### config.mk
export PLATFORM = sky130hd
export DESIGN_NAME = mmio_cmp_timer
export DESIGN_NICKNAME = d
export VERILOG_FILES = /design/src/rtl/tmr_pkg.sv /design/src/rtl/tmr_sys_count.sv /design/src/rtl/tmr_cmp_chan.sv /design/src/rtl/mmio_cmp_timer.sv
export SDC_FILE = /design/constraint.sdc
export NUM_CORES = 1
export LEC_CHECK = 0
export BUFFER_PORTS_ARGS = -buffer_cell sky130_fd_sc_hd__buf_2
export CORE_MARGIN = 4
export CORE_UTILIZATION = 40
export DETAILED_ROUTE_END_ITERATION = 7
export PLACE_DENSITY = 0.53
export SETUP_SLACK_MARGIN = 0.3
export SYNTH_ARGS = -nofsm -noshare
export SYNTH_HDL_FRONTEND = slang
export SYNTH_HIERARCHICAL = 1
export SYNTH_SLANG_ARGS = --single-unit
### constraint.sdc
create_clock -name clk_i -period 6.85 [get_ports clk_i]
set_input_delay 0.3425 -clock clk_i [delete_from_list [all_inputs] [get_ports clk_i]]
set_output_delay 0.3425 -clock clk_i [all_outputs]
set_load 0.01 [all_outputs]
### src/rtl/tmr_pkg.sv
package tmr_pkg;
  localparam int DW = 32;
  localparam int VW = 64;
  // word indices (byte offset >> 2)
  localparam logic [5:0] W_PCNT_LO = 6'h00;
  localparam logic [5:0] W_PCNT_HI = 6'h01;
  localparam logic [5:0] W_VCNT_LO = 6'h02;
  localparam logic [5:0] W_VCNT_HI = 6'h03;
  localparam logic [5:0] W_FREQ    = 6'h04;
  localparam logic [5:0] W_CH_BASE = 6'h08;
  localparam int         CH_STRIDE = 4;
  localparam logic [5:0] CH_CV_LO  = 6'd0;
  localparam logic [5:0] CH_CV_HI  = 6'd1;
  localparam logic [5:0] CH_CTL    = 6'd3;
  localparam int CTL_EN   = 0;
  localparam int CTL_MASK = 1;
  localparam int CTL_STAT = 2;
  localparam int PERM_PCNT = 0;
  localparam int PERM_VCNT = 1;
  localparam int PERM_FREQ = 2;
  localparam int PERM_CH0  = 3;
  localparam int N_CH      = 2;
  localparam int PERM_W    = PERM_CH0 + N_CH;
endpackage

### src/rtl/tmr_sys_count.sv
module tmr_sys_count #(
  parameter int               CNT_W   = 64,
  parameter logic [CNT_W-1:0] RST_VAL = '0
) (
  input  logic             clk_i,
  input  logic             rst_ni,
  input  logic             tick_i,
  output logic [CNT_W-1:0] cnt_o
);
  always_ff @(posedge clk_i or negedge rst_ni) begin
    if (!rst_ni)     cnt_o <= RST_VAL;
    else if (tick_i) cnt_o <= cnt_o + CNT_W'(1);
  end

  assert_count_step_R1: assert property (@(posedge clk_i) disable iff (!rst_ni)
    tick_i |=> cnt_o == $past(cnt_o) + CNT_W'(1));
  assert_count_hold_R1: assert property (@(posedge clk_i) disable iff (!rst_ni)
    !tick_i |=> $stable(cnt_o));
endmodule

### src/rtl/tmr_cmp_chan.sv
module tmr_cmp_chan
  import tmr_pkg::*;
(
  input  logic          clk_i,
  input  logic          rst_ni,
  input  logic [VW-1:0] cnt_i,
  input  logic          wr_lo_i,
  input  logic          wr_hi_i,
  input  logic          wr_ctl_i,
  input  logic [DW-1:0] wdata_i,
  output logic [VW-1:0] cval_o,
  output logic          en_o,
  output logic          mask_o,
  output logic          stat_o,
  output logic          irq_o
);
  always_ff @(posedge clk_i or negedge rst_ni) begin
    if (!rst_ni) begin
      cval_o <= '0;
      en_o   <= 1'b0;
      mask_o <= 1'b0;
    end else begin
      if (wr_lo_i) cval_o[DW-1:0]  <= wdata_i;
      if (wr_hi_i) cval_o[VW-1:DW] <= wdata_i;
      if (wr_ctl_i) begin
        en_o   <= wdata_i[CTL_EN];
        mask_o <= wdata_i[CTL_MASK];
      end
    end
  end

  // unsigned compare; status forced low while disabled
  assign stat_o = en_o && (cnt_i >= cval_o);
  assign irq_o  = stat_o && !mask_o;

  assert_ctl_write_R5: assert property (@(posedge clk_i) disable iff (!rst_ni)
    wr_ctl_i |=> (en_o == $past(wdata_i[CTL_EN])) && (mask_o == $past(wdata_i[CTL_MASK])));
  assert_cval_hold_R4: assert property (@(posedge clk_i) disable iff (!rst_ni)
    (!wr_lo_i && !wr_hi_i) |=> $stable(cval_o));
  assert_ctl_hold_R5: assert property (@(posedge clk_i) disable iff (!rst_ni)
    !wr_ctl_i |=> $stable(en_o) && $stable(mask_o));
endmodule

### src/rtl/mmio_cmp_timer.sv
module mmio_cmp_timer
  import tmr_pkg::*;
#(
  parameter int            CNT_W   = 64,
  parameter logic [63:0]   CNT_RST = 64'd0,
  parameter logic [31:0]   FREQ_HZ = 32'd50_000_000
) (
  input  logic              clk_i,
  input  logic              rst_ni,
  input  logic              tick_i,
  input  logic [PERM_W-1:0] perm_i,
  input  logic [63:0]       voff_i,
  input  logic              req_i,
  input  logic              we_i,
  input  logic [7:0]        addr_i,
  input  logic [31:0]       wdata_i,
  output logic [31:0]       rdata_o,
  output logic              irq_phys_o,
  output logic              irq_virt_o
);
  logic [5:0]            widx;
  logic                  rd_en, wr_en;
  logic [CNT_W-1:0]      cnt_raw;
  logic [VW-1:0]         pcnt, vcnt;
  logic [N_CH-1:0][VW-1:0] ch_cnt;
  logic [N_CH-1:0][DW-1:0] ch_rd;
  logic [N_CH-1:0]       irq_w;
  logic [DW-1:0]         base_rd;
  logic                  unused_addr;

  assign widx        = addr_i[7:2];
  assign rd_en       = req_i && !we_i;
  assign wr_en       = req_i && we_i;
  assign unused_addr = ^addr_i[1:0];

  tmr_sys_count #(.CNT_W(CNT_W), .RST_VAL(CNT_W'(CNT_RST))) u_cnt (
    .clk_i  (clk_i),
    .rst_ni (rst_ni),
    .tick_i (tick_i),
    .cnt_o  (cnt_raw)
  );

  assign pcnt      = VW'(cnt_raw);
  assign vcnt      = pcnt - voff_i;
  assign ch_cnt[0] = pcnt;
  assign ch_cnt[1] = vcnt;

  for (genvar g = 0; g < N_CH; g++) begin : g_ch
    localparam logic [5:0] BASE = W_CH_BASE + 6'(CH_STRIDE * g);
    logic          ok;
    logic [VW-1:0] cval;
    logic          en, mask, stat;

    assign ok = perm_i[PERM_CH0+g];

    tmr_cmp_chan u_chan (
      .clk_i    (clk_i),
      .rst_ni   (rst_ni),
      .cnt_i    (ch_cnt[g]),
      .wr_lo_i  (wr_en && ok && widx == BASE + CH_CV_LO),
      .wr_hi_i  (wr_en && ok && widx == BASE + CH_CV_HI),
      .wr_ctl_i (wr_en && ok && widx == BASE + CH_CTL),
      .wdata_i  (wdata_i),
      .cval_o   (cval),
      .en_o     (en),
      .mask_o   (mask),
      .stat_o   (stat),
      .irq_o    (irq_w[g])
    );

    assign ch_rd[g] = !(rd_en && ok)             ? '0 :
                      (widx == BASE + CH_CV_LO) ? cval[DW-1:0] :
                      (widx == BASE + CH_CV_HI) ? cval[VW-1:DW] :
                      (widx == BASE + CH_CTL)   ? {29'd0, stat, mask, en} : '0;

    assert_irq_cause_R7: assert property (@(posedge clk_i) disable iff (!rst_ni)
      irq_w[g] |-> en && !mask && (ch_cnt[g] >= cval));
    assert_off_quiet_R6: assert property (@(posedge clk_i) disable iff (!rst_ni)
      !en |-> !irq_w[g] && !stat);
  end

  always_comb begin
    base_rd = '0;
    case (widx)
      W_PCNT_LO: base_rd = perm_i[PERM_PCNT] ? pcnt[DW-1:0]  : '0;
      W_PCNT_HI: base_rd = perm_i[PERM_PCNT] ? pcnt[VW-1:DW] : '0;
      W_VCNT_LO: base_rd = perm_i[PERM_VCNT] ? vcnt[DW-1:0]  : '0;
      W_VCNT_HI: base_rd = perm_i[PERM_VCNT] ? vcnt[VW-1:DW] : '0;
      W_FREQ:    base_rd = perm_i[PERM_FREQ] ? FREQ_HZ       : '0;
      default:   base_rd = '0;
    endcase
    if (!rd_en) base_rd = '0;
  end

  assign rdata_o    = base_rd | ch_rd[0] | ch_rd[1];
  assign irq_phys_o = irq_w[0];
  assign irq_virt_o = irq_w[1];

  assert_perm_read_R8: assert property (@(posedge clk_i) disable iff (!rst_ni)
    (rd_en && widx == W_PCNT_LO && !perm_i[PERM_PCNT]) |-> rdata_o == '0);
  assert_idle_bus_R9: assert property (@(posedge clk_i) disable iff (!rst_ni)
    !req_i |-> rdata_o == '0);
endmodule

After elaboration in Yosys (flattened, before gate mapping):

Index checks and enable logic that the tools add are counted.

* add/subtract/negate cells: 2
* order comparisons: 2
* eq/ne operators: 10
* muxes and demuxes: 15
* bitwise operators: 2
* reductions and logical operators: 20

Operators by type and width (count)
* $mux W32: 11
* $pmux W32 S5: 1
* $ge A64 B64 Y1: 2
* $add A64 B1 Y64 const B: 1
* $or A32 B32 Y32: 2
* $sub A64 B64 Y64: 1
* $eq A6 B4 Y1 const B: 6
* $mux W26: 1
* $logic_and A1 B1 Y1: 16
* $eq A6 B2 Y1 const B: 2
* $eq A6 B1 Y1 const B: 1
* $eq A6 B3 Y1 const B: 1
* $logic_not A6 Y1: 1
* $mux W3: 2
* $logic_not A1 Y1: 3

* register bits: 196
* input bits: 114
* output and inout bits: 34
* word-level logic and storage cells: 60

Logic depth before layout (Yosys ltp):

Gate-level depths: netlist of run 1.

* word-level depth: 8
* mapped depth: 26
* gate-level depth less buffers: 26

Modules after synthesis:

The synthesis of run 1 kept the hierarchy.

By module, submodules not included
* tmr_cmp_chan: instances 2, cells an instance 443, area an instance 3923.8 µm², sequential area each 1651.6 µm²
* mmio_cmp_timer: instances 1, cells an instance 951, area an instance 6042.0 µm², sequential area each 0.0 µm²
* tmr_sys_count: instances 1, cells an instance 292, area an instance 3089.2 µm², sequential area each 1601.5 µm²

Worst setup path before layout of run 1:

OpenSTA, ideal clock, no wires.

* path kind: register -> output
* start: reg u_cnt.cnt_o[0]
* end: out rdata_o[2]
* data arrival time: 4.839 ns
* required time: 6.508 ns
* path slack: 1.669 ns
* stages on the path, launching flop included: 27
* buffers on the path: 0
* path through: dfrtp_1 > inv_1 > ha_1 > inv_1 > fa_1 > a21o_1 > a221oi_2 > o21bai_1 > o211a_1 > o211a_1 > o21ai_0 > a21oi_1 > nor2_1 > o21ai_0 > xor2_1 > ha_1 > nand4_2 > nor4_1 > nand2_1 > a2111oi_1 > a211oi_1 > a21boi_1 > nand2_1 > nand2_1 > o21ai_0 > o31ai_1 > a211o_1

* word-level cells in the longest chain between the ends: 8
* elaborated cells between the ends (all ways): 19
* classes of those cells: add/sub: 1; order compare: 2; mux: 12; bitwise: 2; reduce/logical: 2

Ends and longest elaborated chain
* start: declaration: RTL line tmr_sys_count.sv:8 `output logic [CNT_W-1:0] cnt_o`
* start signal: assignment: RTL line tmr_sys_count.sv:12 `else if (tick_i) cnt_o <= cnt_o + CNT_W'(1);`
* $sub A64 B64 Y64: RTL line mmio_cmp_timer.sv:44 `assign vcnt = pcnt - voff_i;`
* net vcnt[60]: RTL line mmio_cmp_timer.sv:24 `logic [VW-1:0] pcnt, vcnt;`
* $ge A64 B64 Y1: RTL line tmr_cmp_chan.sv:33 `assign stat_o = en_o && (cnt_i >= cval_o);`
* $logic_and A1 B1 Y1: RTL line tmr_cmp_chan.sv:33
* net g_ch[1].stat: RTL line mmio_cmp_timer.sv:52 `logic en, mask, stat;`
* $mux W3: RTL line mmio_cmp_timer.sv:74 `(widx == BASE + CH_CTL) ? {29'd0, stat, mask, en} : '0;`
* $mux W32: RTL line mmio_cmp_timer.sv:73 `(widx == BASE + CH_CV_HI) ? cval[VW-1:DW] :`
* $mux W32: RTL line mmio_cmp_timer.sv:72 `(widx == BASE + CH_CV_LO) ? cval[DW-1:0] :`
* $mux W32: RTL line mmio_cmp_timer.sv:71 `assign ch_rd[g] = !(rd_en && ok) ? '0 :`
* $or A32 B32 Y32: RTL line mmio_cmp_timer.sv:95 `assign rdata_o = base_rd | ch_rd[0] | ch_rd[1];`
* end: declaration: RTL line mmio_cmp_timer.sv:17 `output logic [31:0] rdata_o,`

The timed path passes the listed nets, and every way through them passes these cells.

Final worst setup path of run 1:

* start: reg u_cnt.cnt_o[1]
* end: out rdata_o[2]

The elaborated chain is that of the path after synthesis.

==> results of run 1 <==
[power breakdown]
part	switching [mW]	total, mW	internal, mW
Combinational	0.664	1.02	0.351
Sequential	0.0488	1.29	1.24
Clock	0.512	1.07	0.554
Total	1.22	3.37	2.15
[registers in the layout, indices dropped and copies added (netlist names)]
name	cells
g_ch.u_chan/mask_o	2
u_cnt/cnt_o	64
g_ch.u_chan/en_o	2
g_ch.u_chan/cval_o	128
[cells in the final DEF (no fill, tap or decap), types with 6 or more instances in the layout]
cell       Yosys  layout
and2_1        10      10
buf_4          0      72
o211ai_1      12      12
a22oi_1       74      74
o21bai_1      17      16
o21ai_0      206     202
xnor2_1       71      70
a21o_1        33      33
mux2_2         7       7
ha_1         192     191
a21oi_1      144     141
nor3_2         1       6
nand4_2        7       7
o21a_1        11      11
o22a_1         7       7
inv_1        226     226
nor4_1        18      16
a222oi_1      14      14
dfrtp_1      196     196
a221oi_1      11      11
buf_2          2     144
nor4_2        10       9
a211o_1       16      16
o22ai_1       19      19
nand2b_1       9       9
nand4_1       50      50
and3_1        10       9
a221o_1        7       7
clkbuf_16      0      17
nand3_1       65      65
nor3_1        40      35
nand2_1      296     294
xor2_1        54      49
a31oi_1       10      10
nor2_1        97      91
[synth_stat cells, types with 16 or more instances]
master    instances  area (um^2)
nand2_1         296         1110
inv_1           226          848
o21ai_0         206         1030
dfrtp_1         196         4900
ha_1            192         2400
a21oi_1         144          721
nor2_1           97          364
clkbuf_1         88          330
a22oi_1          74          556
xnor2_1          71          622
nand3_1          65          325
xor2_1           54          473
nand4_1          50          313
nor3_1           40          200
a21o_1           33          248
o22ai_1          19          119
nor4_1           18          113
o21bai_1         17          128
a211o_1          16          140
[critical path, stage by stage (launching register included)]
cell       delay [ns]
dfrtp_1          0.40
buf_4            0.19
ha_1             0.27
nor2b_1          0.16
o2111ai_1        0.17
a211oi_2         0.39
nor2_2           0.15
o21ai_4          0.23
a31oi_4          0.19
o41ai_4          0.28
buf_4            0.20
a21oi_1          0.08
xnor2_1          0.46
ha_1             0.25
nand4_1          0.19
nor4_4           0.40
nand2_1          0.14
a2111oi_4        0.21
a211oi_2         0.10
a21boi_1         0.15
nand2_1          0.07
nand2_1          0.08
o21ai_0          0.08
o31ai_1          0.25
a211o_1          0.15
buf_2            0.13
[metal layers]
metal	up-vias	wire, um	part of all wire
li1	7894	-	-
met1	8339	31200	0.43
met2	750	32800	0.45
met3	105	5200	0.072
met4	0	2930	0.041
met5	-	0	0
[what timing repair did]
action	in CTS	in global routing
resized for setup	7	29
hold buffers	1	0
buffers inserted	2	5
pin swaps	2	7
endpoints found under the hold margin	69	0
endpoints found under the setup margin	1	1
[through the flow]
step | area (um^2) | util | hold slack (ns) | setup WS, ns | power, mW
final | 19400 | 0.464 | 0.119 | 0.689 | 3.37
after global routing | 19400 | 0.464 | 0.113 | 0.324 | 3.54
after CTS | 19200 | 0.459 | 0.0975 | 0.331 | 3.36
after detailed placement | 18600 | 0.443 | 0.433 | 0.452 | 2.28
after global placement | 18600 | 0.443 | 0.417 | 0.534 | 2.27
after floorplan | 17000 | - | 0.0469 | 1.67 | 1.86
[cell type report]
type / instances / area share
antenna: 1 / 0.000129
clock buffer: 19 / 0.0228
clock inverter: 13 / 0.00779
inverter: 226 / 0.0436
multi-input combinational: 1616 / 0.573
sequential: 196 / 0.252
tap: 539 / 0.0347
timing repair buffer: 218 / 0.0661
[logic make-up after synthesis]
kind of cell             synth area share
AND/OR/NAND/NOR                     0.185
AO/OA/AOI/OAI                       0.244
buffers and inverters              0.0702
flip-flops                          0.289
adder cells (fa/ha/maj)             0.143
XOR/XNOR                           0.0645
multiplexers                      0.00523
[worst min-delay path by stage]
stage | endpoint | from
2_1_floorplan | g_ch[0].u_chan/cval_o[0] | rst_ni
3_3_place_gp | u_cnt/cnt_o[30] | rst_ni
3_5_place_dp | u_cnt/cnt_o[30] | rst_ni
4_1_cts | g_ch[0].u_chan/cval_o[13] | wdata_i[13]
5_1_grt | g_ch[1].u_chan/cval_o[45] | wdata_i[13]
6_report | g_ch[0].u_chan/cval_o[13] | wdata_i[13]
==> qor.csv, run 1 <==
metric;value;unit
status;finished, final reports clean;
Hold Crit Depth;3;
count of cell types in the netlist;82;
num rows;75;
Layout Cells excl Fill;2828;
final hold violation count;0;
Syn Nets;2436;
GRT met3 Usage;0.0476;
Cell Area, Synth;17000;um^2
Nets;2582;
routed vias;17100;
clock tree buffer depth;2;
Max-Cap Viols;0;
Seq. cell area;4900;um^2
Synth Area per Inst;7.98;um^2
R2R Path End;u_cnt/cnt_o[34];
reg-to-reg setup timing slack;4.35;ns
Setup crit start kind;flip-flop;
CTS Sinks;196;
I/O Pins;148;
Slew headroom;0.336;
GP Congestion;0.974;
Post-Syn Instances;2129;
Inserted Clock Buffers;17;
Peak VDD IR;0.227;mV
final setup violation count;0;
Critical Path RT;6.51;ns
TritonCTS clock tree;built;
first-pass GRT wire length;105;mm
RSZ-0062 raised after global routing;no;
Die Y-Extent;214;um
crit path capture;rdata_o[2];
number of remaining DRC errors;0;
Routed Antenna Nets;0;
Period minus WS final;6.16;ns
Core Region;41900;um^2
fin crit share;0.899;
Pwr Density;173;nW/um^2
Seq/Total Area, Yosys;0.289;
TNS Setup;0;ns
largest net degree at the start of global routing;72;
Lkg Pwr;9.52;nW
CP Class;flip-flop to output port;
layout cells sized above 1;0.147;
YS warnings;6;
Root Buffer;clkbuf_16;
CP startpoint;u_cnt/cnt_o[1];
DIE WIDTH;214;um
fin. max-slew vios;0;
FMAX;162;MHz
RR Startpoint;u_cnt/cnt_o[1];
GR Layer Usage met1;0.421;
initial antenna violation count;1;
clock latency on the worst-skew pair;0.47;ns
GRT Overall Usage;0.305;
I/O Buffers;145;
HPWL Detailed;56.2;mm
Worst setup EP type;output port;
FFs w/ async S/R, synth;1.00;
DR pass1 iterations;6;
EDFF count, synth;0;
WL/cell;25.5;um
number of DRC markers in iteration 0;1911;
clk_skew;0.00980;ns
routed vias/inst;6.04;
fillers;4268;
worst min path class;input port to flip-flop;
Inst Count DP;2787;
die area;45800;um^2
Multi-input gate area;11100;um^2
worst-margin pin slew;0.993;ns
gr busiest metal;met2;
Initial Utilization;0.405;
Crit Path Max Fanout;7;
WP data arrival;5.82;ns
Worst R2R Path Depth;7;
H-tree depth;4;
synthesized flop and latch total;196;
Area Growth Syn to Fin;14.5;%
vias in the first global route;16000;
Reg clk slew, reported paths;0.08;ns
Final Routed Wirelength;72.1;mm
GR Util met2;0.483;
final global-route overflow total;0;
Main synth FF type;dfrtp_1;
Note: power is estimated with default switching activity, not from simulation.
==> run 2: changes to the inputs <==
- CORE_ASPECT_RATIO: default -> 1.5
==> qor.csv, run 2 (synthesis results as in run 1) <==
metric;value;unit;change
worst min path class;input port to flip-flop;;
Period minus WS final;6.26;ns;+0.103 ns
biggest regs;g_ch.u_chan/cval_o x128, u_cnt/cnt_o x64;;
clk_skew;0.0267;ns;+0.0169 ns
Inserted Clock Buffers;17;;unchanged
Critical Path RT;6.51;ns;about the same
TritonCTS clock tree;built;;
Reg with most FFs;g_ch.u_chan/cval_o;;
CTS Sinks;196;;unchanged
fillers;4254;;-0.33%
GRT Overall Usage;0.311;;+0.00656
R2R Path End;u_cnt/cnt_o[38];;
vias in the first global route;16900;;+5.7%
final hold violation count;0;;unchanged
pre-CTS setup slack;0.376;ns;-0.0762 ns
I/O Pins;148;;unchanged
clock latency on the worst-skew pair;0.48;ns;about the same
GP Congestion;0.974;;about the same
HPWL Detailed;57.4;mm;+2.0%
die area;45900;um^2;+0.15%
first-pass GRT wire length;106;mm;+1.0%
Area Growth Syn to Fin;15.1;%;
Crit Path Max Fanout;6;;-1
number of DRC markers in iteration 0;1657;;-13%
final instance area;19500;um^2;+0.52%
Routed Antenna Nets;0;;unchanged
Initial Utilization;0.404;;-0.000663
final global-route overflow total;0;;unchanged
number of remaining DRC errors;0;;unchanged
Lkg Pwr;9.57;nW;+0.47%
max reg flops;128;;unchanged
Reg clk slew, reported paths;0.09;ns;about the same
Final Routed Wirelength;72.2;mm;+0.22%
Worst R2R Path Depth;7;;unchanged
num rows;92;;+23%
WP data arrival;5.92;ns;+0.10 ns
Setup crit start kind;flip-flop;;
fin. max-slew vios;0;;unchanged
Slew headroom;0.184;;-0.152
Max-Cap Viols;0;;unchanged
FMAX;160;MHz;-1.6%
WL/cell;25.3;um;-0.90%
routed vias/inst;5.98;;-1.1%
PnR worst setup slack;0.586;ns;-0.103 ns
reg-to-reg setup timing slack;4.45;ns;+0.10 ns
I/O Buffers;145;;unchanged
DIE WIDTH;176;um;-18%
final setup violation count;0;;unchanged
layout cells sized above 1;0.151;;+0.00341
Die Y-Extent;260;um;+22%
Final Util;0.465;;+0.00165
Pwr Density;175;nW/um^2;+0.88%
RSZ-0062 raised after global routing;no;;
RR Startpoint;u_cnt/cnt_o[1];;
Root Buffer;clkbuf_16;;
Nets;2590;;+0.31%
TNS Setup;0;ns;unchanged
worst-margin pin slew;1.22;ns;+0.225 ns
H-tree depth;4;;unchanged
leading cell type in the layout, fill and taps excluded;nand2_1;;
clock tree buffer depth;2;;unchanged
DR pass1 iterations;6;;unchanged
Core Region;42000;um^2;+0.16%
routed vias;17100;;+0.018%
status;finished, final reports clean;;
initial antenna violation count;0;;-1
most frequent cells in the layout;nand2_1, inv_1, o21ai_0, dfrtp_1, ha_1;;
Worst setup EP type;output port;;
Placed Area;18700;um^2;+0.47%
crit path capture;rdata_o[2];;
fin crit share;0.915;;+0.0151
worst hold slack;0.122;ns;+0.00324 ns
largest net degree at the start of global routing;152;;+110%
CP Class;flip-flop to output port;;
Peak VDD IR;0.180;mV;-21%
CP startpoint;u_cnt/cnt_o[8];;
n_diodes;0;;-1
run 2: cell count changes in the layout (fill, tap and decap cells not counted), sizes merged:
cell,change
bufinv,-2
inv,+5
diode,-1
clkbuf,-2
buf,+8
clkinvlp,-3
clkinv,+2
run 2: repair_timing:
action,CTS,global route
setup endpoints to repair,1,1
hold buffers,1,0
cloned,0,0
setup buffers,4,5
gates resized for setup,9,22
pin swaps,3,13
endpoints found under the hold margin,45,0
run 2: metrics by stage:
stage,cells,power (mW)
4_1_cts,2855,3.40
2_1_floorplan,2129,1.86
3_3_place_gp,2818,2.27
3_5_place_dp,2818,2.30
6_report,2860,3.42
5_1_grt,2860,3.57
run 2: how the worst min path moves through the flow:
stage | startpoint | to | slack, ns | cells past startpoint
6_report | wdata_i[10] | g_ch[1].u_chan/cval_o[42] | 0.12 | 3
4_1_cts | wdata_i[6] | g_ch[1].u_chan/cval_o[6] | 0.10 | 3
5_1_grt | wdata_i[29] | g_ch[1].u_chan/cval_o[61] | 0.13 | 3
3_5_place_dp | rst_ni | g_ch[1].u_chan/cval_o[29] | 0.31 | 1
3_3_place_gp | rst_ni | g_ch[1].u_chan/cval_o[29] | 0.30 | 1
2_1_floorplan | rst_ni | g_ch[0].u_chan/cval_o[0] | 0.05 | 0
run 2: report_power, final:
group	internal, mW	leakage, nW	switching (mW)	total [mW]
registers	1.24	2.09	0.0512	1.29
clock network	0.505	0.302	0.591	1.10
logic	0.358	7.17	0.672	1.03
run 2: per-layer routing:
| layer | share of wire | track usage | vias up |
|---|---|---|---|
| met1 | 0.38 | 0.364 | 8202 |
| li1 | - | - | 7925 |
| met3 | 0.061 | 0.0452 | 229 |
| met2 | 0.47 | 0.521 | 735 |
| met4 | 0.087 | 0.220 | 0 |
| met5 | 0 | 0 | - |
run 2: layout make-up:
class | count | area (um^2) | share of cell area
Sequential cell | 196 | 4910 | 0.251
Clock inverter | 15 | 200 | 0.0102
Multi-Input combinational cell | 1616 | 11100 | 0.568
Tap cell | 564 | 706 | 0.0361
Clock buffer | 17 | 425 | 0.0218
Inverter | 226 | 848 | 0.0434
Timing Repair Buffer | 226 | 1360 | 0.0695
run 2: critical path, cell delays in order, from the launching register on:
cell and delay (ns):
dfrtp_1 0.40, ha_2 0.40, and4_1 0.24, nand2_1 0.08, a211oi_2 0.32, nor2_2 0.14
o21ai_4 0.28, a31oi_4 0.18, o41ai_4 0.36, buf_4 0.19, a31oi_2 0.15, o21ai_0 0.24
xor2_1 0.12, ha_1 0.33, nand4_1 0.16, nor4_2 0.30, buf_4 0.18, nand2_1 0.08
a2111oi_4 0.19, a211oi_1 0.11, a21boi_1 0.15, nand2_1 0.07, nand2_1 0.07, o21ai_0 0.09
o31ai_2 0.27, a211o_1 0.18, buf_2 0.14
